**src/rtl/dxu_pkg.sv**
```systemverilog
// Shared constants for the DMA pointer/count unit.
// Assumes a byte-wide register port with 16 byte offsets per channel.
package dxu_pkg;
    localparam int PTR_W   = 20;
    localparam int PTR_NB  = 3;
    localparam int CNT_W   = 16;
    localparam int CNT_NB  = 2;
    localparam int OFF_W   = 4;
    // byte offsets inside one channel window
    localparam logic [OFF_W-1:0] OFF_SRC = 4'd0;
    localparam logic [OFF_W-1:0] OFF_DST = 4'd4;
    localparam logic [OFF_W-1:0] OFF_CNT = 4'd8;
    localparam logic [OFF_W-1:0] OFF_CTL = 4'd12;
    // control byte bit positions
    localparam int CB_SFWD = 0;
    localparam int CB_DFWD = 1;
    localparam int CB_UNIT = 2;
    localparam int CB_RPT  = 3;
    localparam int CB_EN   = 4;
endpackage

```
**src/rtl/dxu_pointer.sv**
```systemverilog
// One address pointer: a software-written copy plus a live copy that advances.
// Assumes load and rewind never coincide with a write to this pointer.
module dxu_pointer #(
    parameter int W  = 20,
    parameter int NB = 3
) (
    input  logic         clk,
    input  logic         rst_n,
    input  logic         wr_hit,
    input  logic [1:0]   wr_idx,
    input  logic [7:0]   wr_data,
    input  logic         en,
    input  logic         fwd,
    input  logic         unit2,
    input  logic         load,
    input  logic         rewind,
    input  logic         step,
    output logic [W-1:0] rd_val
);
    localparam int PW = NB * 8;
    localparam logic [PW-1:0] KEEP = PW'((64'd1 << W) - 64'd1);

    logic [PW-1:0] wq;
    logic [PW-1:0] wnext;
    logic [W-1:0]  live;
    logic          wr_ok;

    assign wr_ok = wr_hit && (fwd || !en);

    // merge the incoming byte into the written copy
    always_comb begin
        wnext = wq;
        for (int b = 0; b < NB; b++) begin
            if (wr_idx == 2'(b)) wnext[b*8 +: 8] = wr_data;
        end
    end

    // written copy: accepted writes only, unstored bits forced to 0
    always_ff @(posedge clk) begin
        if (!rst_n)     wq <= '0;
        else if (wr_ok) wq <= wnext & KEEP;
    end

    // live copy: reload on start or repeat, otherwise step by the unit
    always_ff @(posedge clk) begin
        if (!rst_n)                live <= '0;
        else if (load || rewind)   live <= wq[W-1:0];
        else if (step && fwd)      live <= live + (unit2 ? W'(2) : W'(1));
    end

    assign rd_val = (fwd && en) ? live : wq[W-1:0];

    // fixed pointer is write-locked while its channel runs
    assert_fixed_lock_R3: assert property (@(posedge clk) disable iff (!rst_n)
        (en && !fwd) |=> (wq == $past(wq)));
endmodule

```
**src/rtl/dxu_counter.sv**
```systemverilog
// Transfer counter: software reload register plus a working down-counter.
// Assumes load only when the channel is disabled, so it never meets a strobe.
module dxu_counter #(
    parameter int W  = 16,
    parameter int NB = 2
) (
    input  logic         clk,
    input  logic         rst_n,
    input  logic         wr_hit,
    input  logic [1:0]   wr_idx,
    input  logic [7:0]   wr_data,
    input  logic         en,
    input  logic         rpt,
    input  logic         stb,
    input  logic         load,
    output logic         step,
    output logic         uflow,
    output logic [W-1:0] cnt
);
    logic [W-1:0] rel;

    assign step  = en && stb && (cnt != '0);
    assign uflow = en && stb && (cnt == '0);

    // reload register takes software bytes
    always_ff @(posedge clk) begin
        if (!rst_n) rel <= '0;
        else if (wr_hit) begin
            for (int b = 0; b < NB; b++) begin
                if (wr_idx == 2'(b)) rel[b*8 +: 8] <= wr_data;
            end
        end
    end

    // working counter: load, repeat reload or decrement
    always_ff @(posedge clk) begin
        if (!rst_n)               cnt <= '0;
        else if (load)            cnt <= rel;
        else if (uflow && rpt)    cnt <= rel;
        else if (step)            cnt <= cnt - W'(1);
    end

    // software writes alone never touch the working count
    assert_write_shadow_R5: assert property (@(posedge clk) disable iff (!rst_n)
        (wr_hit && !load && !(en && stb)) |=> (cnt == $past(cnt)));
endmodule

```
**src/rtl/dxu_channel.sv**
```systemverilog
// One DMA channel: control byte, two pointers, counter and end pulse.
// Assumes the top decodes addresses and hands in one-hot hit strobes.
module dxu_channel
    import dxu_pkg::*;
(
    input  logic             clk,
    input  logic             rst_n,
    input  logic             src_hit,
    input  logic             dst_hit,
    input  logic             cnt_hit,
    input  logic             ctl_hit,
    input  logic [1:0]       wr_idx,
    input  logic [7:0]       wr_data,
    input  logic             stb,
    output logic [PTR_W-1:0] src_rd,
    output logic [PTR_W-1:0] dst_rd,
    output logic [CNT_W-1:0] cnt_rd,
    output logic [7:0]       ctl_rd,
    output logic             eot
);
    logic sfwd, dfwd, unit2, rpt, en;
    logic load, step, uflow, rewind;

    assign load   = ctl_hit && wr_data[CB_EN] && !en;
    assign rewind = uflow && rpt;

    // control byte; software write wins over the hardware stop
    always_ff @(posedge clk) begin
        if (!rst_n) begin
            {sfwd, dfwd, unit2, rpt, en} <= '0;
        end else if (ctl_hit) begin
            sfwd  <= wr_data[CB_SFWD];
            dfwd  <= wr_data[CB_DFWD];
            unit2 <= wr_data[CB_UNIT];
            rpt   <= wr_data[CB_RPT];
            en    <= wr_data[CB_EN];
        end else if (uflow && !rpt) begin
            en <= 1'b0;
        end
    end

    // end-of-transfer pulse follows an underflowing strobe
    always_ff @(posedge clk) begin
        if (!rst_n) eot <= 1'b0;
        else        eot <= uflow;
    end

    assign ctl_rd = {3'b000, en, rpt, unit2, dfwd, sfwd};

    dxu_pointer #(.W(PTR_W), .NB(PTR_NB)) u_src (
        .clk(clk), .rst_n(rst_n), .wr_hit(src_hit), .wr_idx(wr_idx),
        .wr_data(wr_data), .en(en), .fwd(sfwd), .unit2(unit2),
        .load(load), .rewind(rewind), .step(step), .rd_val(src_rd));

    dxu_pointer #(.W(PTR_W), .NB(PTR_NB)) u_dst (
        .clk(clk), .rst_n(rst_n), .wr_hit(dst_hit), .wr_idx(wr_idx),
        .wr_data(wr_data), .en(en), .fwd(dfwd), .unit2(unit2),
        .load(load), .rewind(rewind), .step(step), .rd_val(dst_rd));

    dxu_counter #(.W(CNT_W), .NB(CNT_NB)) u_cnt (
        .clk(clk), .rst_n(rst_n), .wr_hit(cnt_hit), .wr_idx(wr_idx),
        .wr_data(wr_data), .en(en), .rpt(rpt), .stb(stb), .load(load),
        .step(step), .uflow(uflow), .cnt(cnt_rd));

    assert_single_stop_R8: assert property (@(posedge clk) disable iff (!rst_n)
        (en && stb && cnt_rd == '0 && !rpt && !ctl_hit) |=> (!en && eot));
    assert_repeat_stay_R9: assert property (@(posedge clk) disable iff (!rst_n)
        (en && stb && cnt_rd == '0 && rpt && !ctl_hit) |=> (en && eot));
    assert_idle_strobe_R7: assert property (@(posedge clk) disable iff (!rst_n)
        (!en) |=> !eot);
endmodule

```
**src/rtl/dxu_top.sv**
```systemverilog
// Two-channel DMA pointer/count unit with a byte register port.
// Assumes one write per cycle; read data is combinational from rd_addr.
module dxu_top
    import dxu_pkg::*;
#(
    parameter int NCH = 2
) (
    input  logic                         clk,
    input  logic                         rst_n,
    input  logic                         wr_en,
    input  logic [$clog2(NCH)+OFF_W-1:0] wr_addr,
    input  logic [7:0]                   wr_data,
    input  logic [$clog2(NCH)+OFF_W-1:0] rd_addr,
    output logic [7:0]                   rd_data,
    input  logic [NCH-1:0]               xfer_stb,
    output logic [NCH-1:0]               eot
);
    localparam int CH_W = $clog2(NCH);
    localparam int PPAD = PTR_NB * 8;

    logic [OFF_W-1:0] w_off, r_off;
    logic [CH_W-1:0]  w_ch, r_ch;
    logic [PTR_W-1:0] src_rd [NCH];
    logic [PTR_W-1:0] dst_rd [NCH];
    logic [CNT_W-1:0] cnt_rd [NCH];
    logic [7:0]       ctl_rd [NCH];

    assign w_off = wr_addr[OFF_W-1:0];
    assign w_ch  = wr_addr[OFF_W +: CH_W];
    assign r_off = rd_addr[OFF_W-1:0];
    assign r_ch  = rd_addr[OFF_W +: CH_W];

    for (genvar c = 0; c < NCH; c++) begin : g_ch
        logic sel;
        assign sel = wr_en && (w_ch == CH_W'(c));
        dxu_channel u_chan (
            .clk(clk), .rst_n(rst_n),
            .src_hit(sel && w_off[3:2] == OFF_SRC[3:2] && w_off[1:0] != 2'd3),
            .dst_hit(sel && w_off[3:2] == OFF_DST[3:2] && w_off[1:0] != 2'd3),
            .cnt_hit(sel && w_off[3:1] == OFF_CNT[3:1]),
            .ctl_hit(sel && w_off == OFF_CTL),
            .wr_idx(w_off[1:0]), .wr_data(wr_data), .stb(xfer_stb[c]),
            .src_rd(src_rd[c]), .dst_rd(dst_rd[c]), .cnt_rd(cnt_rd[c]),
            .ctl_rd(ctl_rd[c]), .eot(eot[c]));
    end

    // read mux: pick channel, field and byte
    always_comb begin
        logic [PPAD-1:0] sp, dp;
        sp = PPAD'(src_rd[r_ch]);
        dp = PPAD'(dst_rd[r_ch]);
        rd_data = 8'h00;
        if (r_off[3:2] == OFF_SRC[3:2] && r_off[1:0] != 2'd3)
            rd_data = sp[r_off[1:0]*8 +: 8];
        else if (r_off[3:2] == OFF_DST[3:2] && r_off[1:0] != 2'd3)
            rd_data = dp[r_off[1:0]*8 +: 8];
        else if (r_off[3:1] == OFF_CNT[3:1])
            rd_data = cnt_rd[r_ch][r_off[0]*8 +: 8];
        else if (r_off == OFF_CTL)
            rd_data = ctl_rd[r_ch];
    end

    // upper nibble of pointer byte 2 never carries data
    always_comb begin
        if (rst_n && r_off[1:0] == 2'd2 && !r_off[3])
            assert_ptr_top_R2: assert (rd_data[7:4] == 4'h0);
    end
endmodule

```
**config.mk**
```make
export PLATFORM = sky130hd
export DESIGN_NAME = dxu_top
export DESIGN_NICKNAME = d
export VERILOG_FILES = /design/src/rtl/dxu_pkg.sv /design/src/rtl/dxu_pointer.sv /design/src/rtl/dxu_counter.sv /design/src/rtl/dxu_channel.sv /design/src/rtl/dxu_top.sv
export SDC_FILE = /design/constraint.sdc
export NUM_CORES = 1
export LEC_CHECK = 0
export BUFFER_PORTS_ARGS = -buffer_cell sky130_fd_sc_hd__buf_2
export CORE_ASPECT_RATIO = 0.8
export CORE_MARGIN = 4
export CORE_UTILIZATION = 30
export CTS_BUF_LIST = sky130_fd_sc_hd__clkbuf_8
export DETAILED_ROUTE_END_ITERATION = 12
export GPL_TIMING_DRIVEN = 1
export REMOVE_ABC_BUFFERS = 1
export SLEW_MARGIN = 5
export SYNTH_ARGS = -nofsm -noshare
export SYNTH_HDL_FRONTEND = slang
export SYNTH_SLANG_ARGS = --single-unit
```
**constraint.sdc**
```tcl
create_clock -name clk -period 3.7 [get_ports clk]
set_input_delay 0.74 -clock clk [delete_from_list [all_inputs] [get_ports clk]]
set_output_delay 0.74 -clock clk [all_outputs]
set_load 0.005 [all_outputs]
```
==> results.json, run 1 <==
{
  "crit_required_ns": 2.96,
  "cts_resized": 1,
  "syn-instance-count": 1550,
  "finalSetupViolations": 0,
  "routedWlPerCell_um": 22.9,
  "cp_max_fo": 11,
  "fmax_mhz": 281,
  "io_pins": 33,
  "timing.rr.start": "g_ch[1].u_chan.unit2$_SDFFE_PN0N_",
  "die_area_um2": 47500,
  "wirelength_um": 49200,
  "vias": 12900,
  "seq_power_share_pct": 47.7,
  "fin_crit_ns": 3.56,
  "ant_nets": 0,
  "reg2reg_depth": 8,
  "path_class": "reg -> out",
  "die_w_um": 243,
  "htreeDepth": 2,
  "post_cts_buffers": 0,
  "cts_sinks": 236,
  "hold_path.class": "reg -> reg",
  "synth_top_flop_cell": "dfxtp_1",
  "slew_violations": 0,
  "dp_hpwl_um": 34400,
  "drt_iter0_markers": 1458,
  "grt_pass1_vias": 12200,
  "min_to": "g_ch[1].u_chan.u_dst.live[19]$_SDFFE_PN0P_",
  "p_switching_mw": 1.38,
  "hold-path-cell-count": 2,
  "tightest_slew_ns": 0.917,
  "wl_met3_um": 5610,
  "r2r_end": "g_ch[1].u_chan.u_src.live[10]$_SDFFE_PN0P_",
  "relSlewSlack_pct": 37.3,
  "p_clk_share_pct": 46.2,
  "clk_pin_slew_ns": 0.07,
  "layout_common_cells": "dfxtp_1 (235), nor2_1 (142), mux2i_1 (131), o21ai_0 (107), nand2_1 (95)",
  "grt_antenna_before_repair": 1,
  "ys_async_sr_fraction_pct": 0,
  "syn_area_um2": 13200,
  "wl_met2_um": 20000,
  "drt-met1-wl_um": 22600,
  "hold_viol": 0,
  "comb_power_share_pct": 6.1,
  "gp_congestion": 0.958,
  "place_area_um2": 14100,
  "synth.distinct_cells": 81,
  "area_growth_pct": 12.7,
  "drc": 0,
  "design_area_um2": 14900,
  "clockBufferDepth": 3,
  "power.density_nw_per_um2": 361,
  "peakVddDrop_uv": 215,
  "p_leak_nw": 5.90,
  "cts_buffers": 39,
  "final_layout_size_suffix_gt1_share_pct": 12.5,
  "swShare_pct": 25.5,
  "drt-pass1-iter-count": 5,
  "portBuffers": 32,
  "cts_hold_buf": 0,
  "fp-row-count": 68,
  "cts_tree": "done",
  "core-area_um2": 43400,
  "internal_power_mw": 4.01,
  "cts_root_buf": "clkbuf_8",
  "grt_pass1_wl_um": 75100,
  "rsz0062_at_grt": "false",
  "seq_area_frac_synth_pct": 35.7,
  "synth-edff-count": 0,
  "cap_violations": 0,
  "syn_avg_cell_area_um2": 8.53,
  "setup.worst_path.start_class": "flip-flop",
  "hold_slack_ns": 0.466,
  "top_layer": "met5",
  "timing.reg2reg.setup_slack_ns": 0.61,
  "cp-end-kind": "primary output",
  "final_common_cell": "dfxtp_1",
  "start_util_pct": 30.5,
  "ys_ff_latch": 236,
  "clk_latency_ns": 0.57,
  "final_nets": 1596,
  "routed_via_density": 6.02,
  "fin_tns_setup_ns": 0,
  "final.fill_count": 4543,
  "die_h_um": 196,
  "overflow": 0,
  "register_area_um2": 4730,
  "cp.arrival_ns": 2.82,
  "finalClockSkew_ns": 0.0221,
  "ys_warn_count": 0,
  "multiInputGateArea_um2": 7880,
  "finalCritPeriodShare_pct": 96.1,
  "status": "completed",
  "hold_path.startpoint": "g_ch[1].u_chan.u_dst.live[19]$_SDFFE_PN0P_",
  "track_usage_pct": 20.0,
  "antenna_cells": 0,
  "grt_max_degree": 63
}
-- power by group through the flow --
| stage | combinational (mW) | sequential [mW] | clock (mW) |
|---|---|---|---|
| after floorplan | 0.133 | 2.62 | 0 |
| after global placement | 0.314 | 2.63 | 0 |
| after detailed placement | 0.316 | 2.63 | 0 |
| after CTS | 0.317 | 2.57 | 2.55 |
| after global routing | 0.347 | 2.57 | 2.67 |
| final | 0.327 | 2.57 | 2.49 |
-- how the worst max path moves through the flow --
stage               cells after the start                                   endpoint                      startpoint  slack [ns]
global route                            7                                 rd_data[7]  g_ch[1].u_chan.en$_SDFFE_PN0P_        0.09
floorplan                               5  g_ch[1].u_chan.u_cnt.cnt[10]$_SDFFE_PN0P_                      wr_addr[0]       -0.58
detailed placement                      5                                 rd_data[1]                      rd_addr[0]        0.30
global placement                        5                                 rd_data[1]                      rd_addr[0]        0.31
finish                                  7                                 rd_data[6]  g_ch[1].u_chan.en$_SDFFE_PN0P_        0.14
CTS                                     7                                 rd_data[3]  g_ch[1].u_chan.en$_SDFFE_PN0P_        0.17
-- Yosys cell counts (5+ instances only) --
cell type / count / area [um^2]
dfxtp_1: 236 / 4720
nor2_1: 142 / 533
mux2i_1: 131 / 1310
o21ai_0: 107 / 536
nand2_1: 97 / 364
clkbuf_1: 90 / 338
a211oi_1: 89 / 668
nor3_1: 74 / 370
a21oi_1: 65 / 325
and3_1: 57 / 357
nand3_1: 54 / 270
inv_1: 34 / 128
nor4_1: 25 / 156
a311oi_1: 24 / 210
buf_2: 19 / 95.1
mux4_2: 19 / 428
a31oi_1: 17 / 106
nand4_1: 17 / 106
ha_1: 12 / 150
and2_1: 11 / 68.8
nand2b_1: 11 / 68.8
and4_1: 10 / 87.6
or3_1: 10 / 62.6
or4_1: 10 / 75.1
nor2b_1: 9 / 56.3
o32ai_1: 9 / 78.8
o221ai_1: 8 / 70.1
nor3b_1: 7 / 52.6
a2111oi_0: 6 / 52.6
a21o_1: 6 / 45.0
a22oi_1: 6 / 45.0
o211ai_1: 6 / 45.0
o2bb2ai_1: 6 / 52.6
o311ai_0: 6 / 52.6
or2_2: 6 / 37.5
xor2_1: 6 / 52.6
a2bb2oi_1: 5 / 43.8
buf_4: 5 / 37.5
nor4b_1: 5 / 43.8
xnor2_1: 5 / 43.8
-- area by class of cell --
| cell class | count | area share (%) |
|---|---|---|
| Inverter | 34 | 0.873 |
| Sequential cell | 236 | 31.7 |
| Clock inverter | 17 | 0.789 |
| Tap cell | 560 | 4.70 |
| Clock buffer | 51 | 4.71 |
| Multi-Input combinational cell | 1158 | 52.8 |
| Timing Repair Buffer | 88 | 4.40 |
-- kinds of logic (layout without fill, tap and decap cells) --
logic type / after synthesis / after routing / share of synthesized area, %
and+or+nand+nor: 571 / 571 / 22.5
muxes: 153 / 153 / 13.4
DFF: 236 / 236 / 35.7
AOI/OAI and AO/OA: 407 / 407 / 21.0
adders and majority gates: 16 / 16 / 1.74
buffers and inverters: 156 / 190 / 4.98
xor gates and xnor gates: 11 / 11 / 0.728
-- metal layers --
| layer | track usage, % | vias up |
|---|---|---|
| met5 | 0 | - |
| met4 | 4.51 | 2 |
| met3 | 6.65 | 84 |
| met2 | 28.2 | 657 |
| met1 | 29.4 | 6275 |
| li1 | - | 5884 |
-- metrics by stage --
stage          total power [mW]  utilization [%]  instances  worst slack, ns
5_1_grt                    5.59             34.4       2144           0.0879
4_1_cts                    5.44             34.4       2144            0.172
6_report                   5.39             34.4       2144            0.143
3_5_place_dp               2.94             32.5       2076            0.297
3_3_place_gp               2.94             32.5       2076            0.310
2_1_floorplan              2.76                -       1428           -0.577
-- worst max-delay path: stages, from the launching register on --
cell and delay, ns:
dfxtp_1 0.48, nand2_1 0.21, buf_4 0.26, mux2i_1 0.18
a21oi_1 0.50, a22oi_1 0.17, o211ai_1 0.25, buf_2 0.21
-- flip-flops by register name, summed over array words and instances (netlist names) --
register and cells:
g_ch.u_chan.dfwd 2, g_ch.u_chan.u_src.wq 40, g_ch.u_chan.u_src.live 40, g_ch.u_chan.eot 2
g_ch.u_chan.u_dst.live 40, g_ch.u_chan.unit2 2, g_ch.u_chan.sfwd 2, g_ch.u_chan.u_cnt.rel 32
g_ch.u_chan.u_dst.wq 40, g_ch.u_chan.en 2, g_ch.u_chan.u_cnt.cnt 32, g_ch.u_chan.rpt 2
(Power assumes the default switching activity.)
==> run 2: changes to the inputs <==
--- a/config.mk
+++ b/config.mk
@@ -12,7 +12,6 @@
 export CTS_BUF_LIST = sky130_fd_sc_hd__clkbuf_8
 export DETAILED_ROUTE_END_ITERATION = 12
 export GPL_TIMING_DRIVEN = 1
-export REMOVE_ABC_BUFFERS = 1
 export SLEW_MARGIN = 5
 export SYNTH_ARGS = -nofsm -noshare
 export SYNTH_HDL_FRONTEND = slang
==> run 2 against run 1 <==
Power decreased by 1.0%. Via count grew 1.1%. Count of clock-buffer cells in the layout unchanged. Critical endpoint is now rd_data[0]. Highest routed layer is now met4.
==> results.json, run 2 (synthesis gave the netlist of run 1 again) <==
{
  "status": "completed",
  "finish.utilization_pct": 34.2,
  "routedWlPerCell_um": 23.5,
  "crit_required_ns": 2.96,
  "power.density_nw_per_um2": 360,
  "vias": 13000,
  "path_class": "reg -> out",
  "hold_viol": 0,
  "grt_max_degree": 83,
  "clk_pin_slew_ns": 0.06,
  "p_leak_nw": 5.85,
  "setup.worst_path.start_class": "flip-flop",
  "die_w_um": 243,
  "hold_path.class": "reg -> reg",
  "drt-pass1-iter-count": 5,
  "finalSetupViolations": 0,
  "clockBufferDepth": 3,
  "die_h_um": 196,
  "register_area_um2": 4730,
  "slew_violations": 0,
  "p_clk_share_pct": 45.8,
  "crit_chain": "nand2_1 > mux2i_1 > o221ai_1 > nand3_1 > nand3_1 > buf_2",
  "clk_latency_ns": 0.58,
  "final_common_cell": "dfxtp_1",
  "finalClockSkew_ns": 0.0161,
  "hold_slack_ns": 0.466,
  "cp_max_fo": 12,
  "swShare_pct": 25.9,
  "layout_common_cells": "dfxtp_1 (235), nor2_1 (142), mux2i_1 (131), o21ai_0 (107), nand2_1 (97)",
  "cts_sinks": 236,
  "portBuffers": 32,
  "routed_via_density": 6.08,
  "grt_antenna_before_repair": 1,
  "fmax_mhz": 280,
  "io_pins": 33,
  "final_nets": 1596,
  "track_usage_pct": 20.5,
  "tightest_slew_ns": 0.995,
  "final.fill_count": 4568,
  "fp-row-count": 68,
  "drc": 0,
  "grt_pass1_wl_um": 76800,
  "drt_iter0_markers": 1531,
  "cp-end-kind": "primary output",
  "internal_power_mw": 3.95,
  "ant_nets": 0,
  "comb_power_share_pct": 6.0,
  "rsz0062_at_grt": "false",
  "overflow": 0,
  "wirelength_um": 50500,
  "gp_congestion": 0.960,
  "final_layout_size_suffix_gt1_share_pct": 12.3,
  "cp.arrival_ns": 2.83,
  "core-area_um2": 43400,
  "finalCritPeriodShare_pct": 96.4,
  "relSlewSlack_pct": 33.6,
  "dp_hpwl_um": 35600,
  "slowest_stage": "mux2i_1",
  "dp_slack_ns": 0.411,
  "max_stage_delay_ns": 0.66,
  "cts_root_buf": "clkbuf_8",
  "fin_tns_setup_ns": 0,
  "critPathMostFrequentCell": "nand3_1",
  "cap_violations": 0,
  "htreeDepth": 2,
  "fin_ws_ns": 0.135,
  "fin_crit_ns": 3.57,
  "die_area_um2": 47500,
  "cts_tree": "done",
  "start_util_pct": 30.5,
  "multiInputGateArea_um2": 7880,
  "syn_nets": 1589,
  "seq_power_share_pct": 48.2,
  "peakVddDrop_uv": 270,
  "p_switching_mw": 1.38,
  "grt_pass1_vias": 12100,
  "area_growth_pct": 12.2,
  "cts_buffers": 43
}
==> run 2: cell count changes in the layout (fill, tap and decap cells not counted), sizes merged <==
cell | before | now
buf | 88 | 84
inv | 48 | 49
bufinv | 2 | 1
clkinv | 1 | 3
diode | 0 | 2
clkinvlp | 0 | 1
==> run 2: critical path: cells and delay by family (launching register included) <==
| family | cells | cell delay [ns] |
|---|---|---|
| and+or+nand+nor | 3 | 0.87 |
| muxes | 1 | 0.66 |
| DFF | 1 | 0.31 |
| AOI/OAI and AO/OA | 1 | 0.23 |
| buffers and inverters | 1 | 0.18 |
==> run 2: path summary, 6_finish.rpt <==
path                                              from                                         end  slack, ns  depth (start not counted)
max                     g_ch[1].u_chan.en$_SDFFE_PN0P_                                  rd_data[0]       0.13                          6
min          g_ch[1].u_chan.u_cnt.rel[11]$_SDFFE_PN0P_   g_ch[1].u_chan.u_cnt.cnt[11]$_SDFFE_PN0P_       0.47                          2
max reg2reg          g_ch[1].u_chan.unit2$_SDFFE_PN0N_  g_ch[1].u_chan.u_src.live[10]$_SDFFE_PN0P_       0.59                          8
min reg2reg  g_ch[1].u_chan.u_cnt.rel[11]$_SDFFE_PN0P_   g_ch[1].u_chan.u_cnt.cnt[11]$_SDFFE_PN0P_       0.47                          2
==> run 2: layer usage <==
| metal | track usage, % | share of wire (%) | routed length (um) |
|---|---|---|---|
| met1 | 29.9 | 45 | 22700 |
| met2 | 30.4 | 42 | 21300 |
| met3 | 4.24 | 10 | 5060 |
| met4 | 6.24 | 2.9 | 1480 |
| met5 | 0 | 0 | 0 |
==> run 2: area by class of cell <==
type | instances | area share [%]
Antenna cell | 2 | 0.0337
Timing Repair Buffer | 84 | 3.96
Multi-Input combinational cell | 1158 | 53.1
Inverter | 34 | 0.877
Clock buffer | 51 | 4.73
Clock inverter | 20 | 0.767
Tap cell | 560 | 4.72
Sequential cell | 236 | 31.8
==> run 2: power by group through the flow <==
stage	Sequential, mW	Clock (mW)	Combinational, mW
final	2.57	2.44	0.319
after global routing	2.57	2.60	0.336
after CTS	2.57	2.50	0.311
after detailed placement	2.63	0	0.311
after global placement	2.63	0	0.307
after floorplan	2.62	0	0.185
==> run 2: metrics by stage <==
step | total power [mW] | instance area (um^2) | instances
CTS | 5.38 | 14800 | 2143
floorplan | 2.81 | 13200 | 1550
global route | 5.51 | 14800 | 2144
finish | 5.34 | 14800 | 2145
detailed placement | 2.94 | 14000 | 2072
global placement | 2.94 | 14000 | 2072
==> run 2: what timing repair did <==
| action | 4_1_cts | 5_1_grt |
|---|---|---|
| setup endpoints to repair | 0 | 2 |
| hold buffers | 0 | 0 |
| resized for setup | 0 | 1 |
| buffers inserted | 0 | 0 |
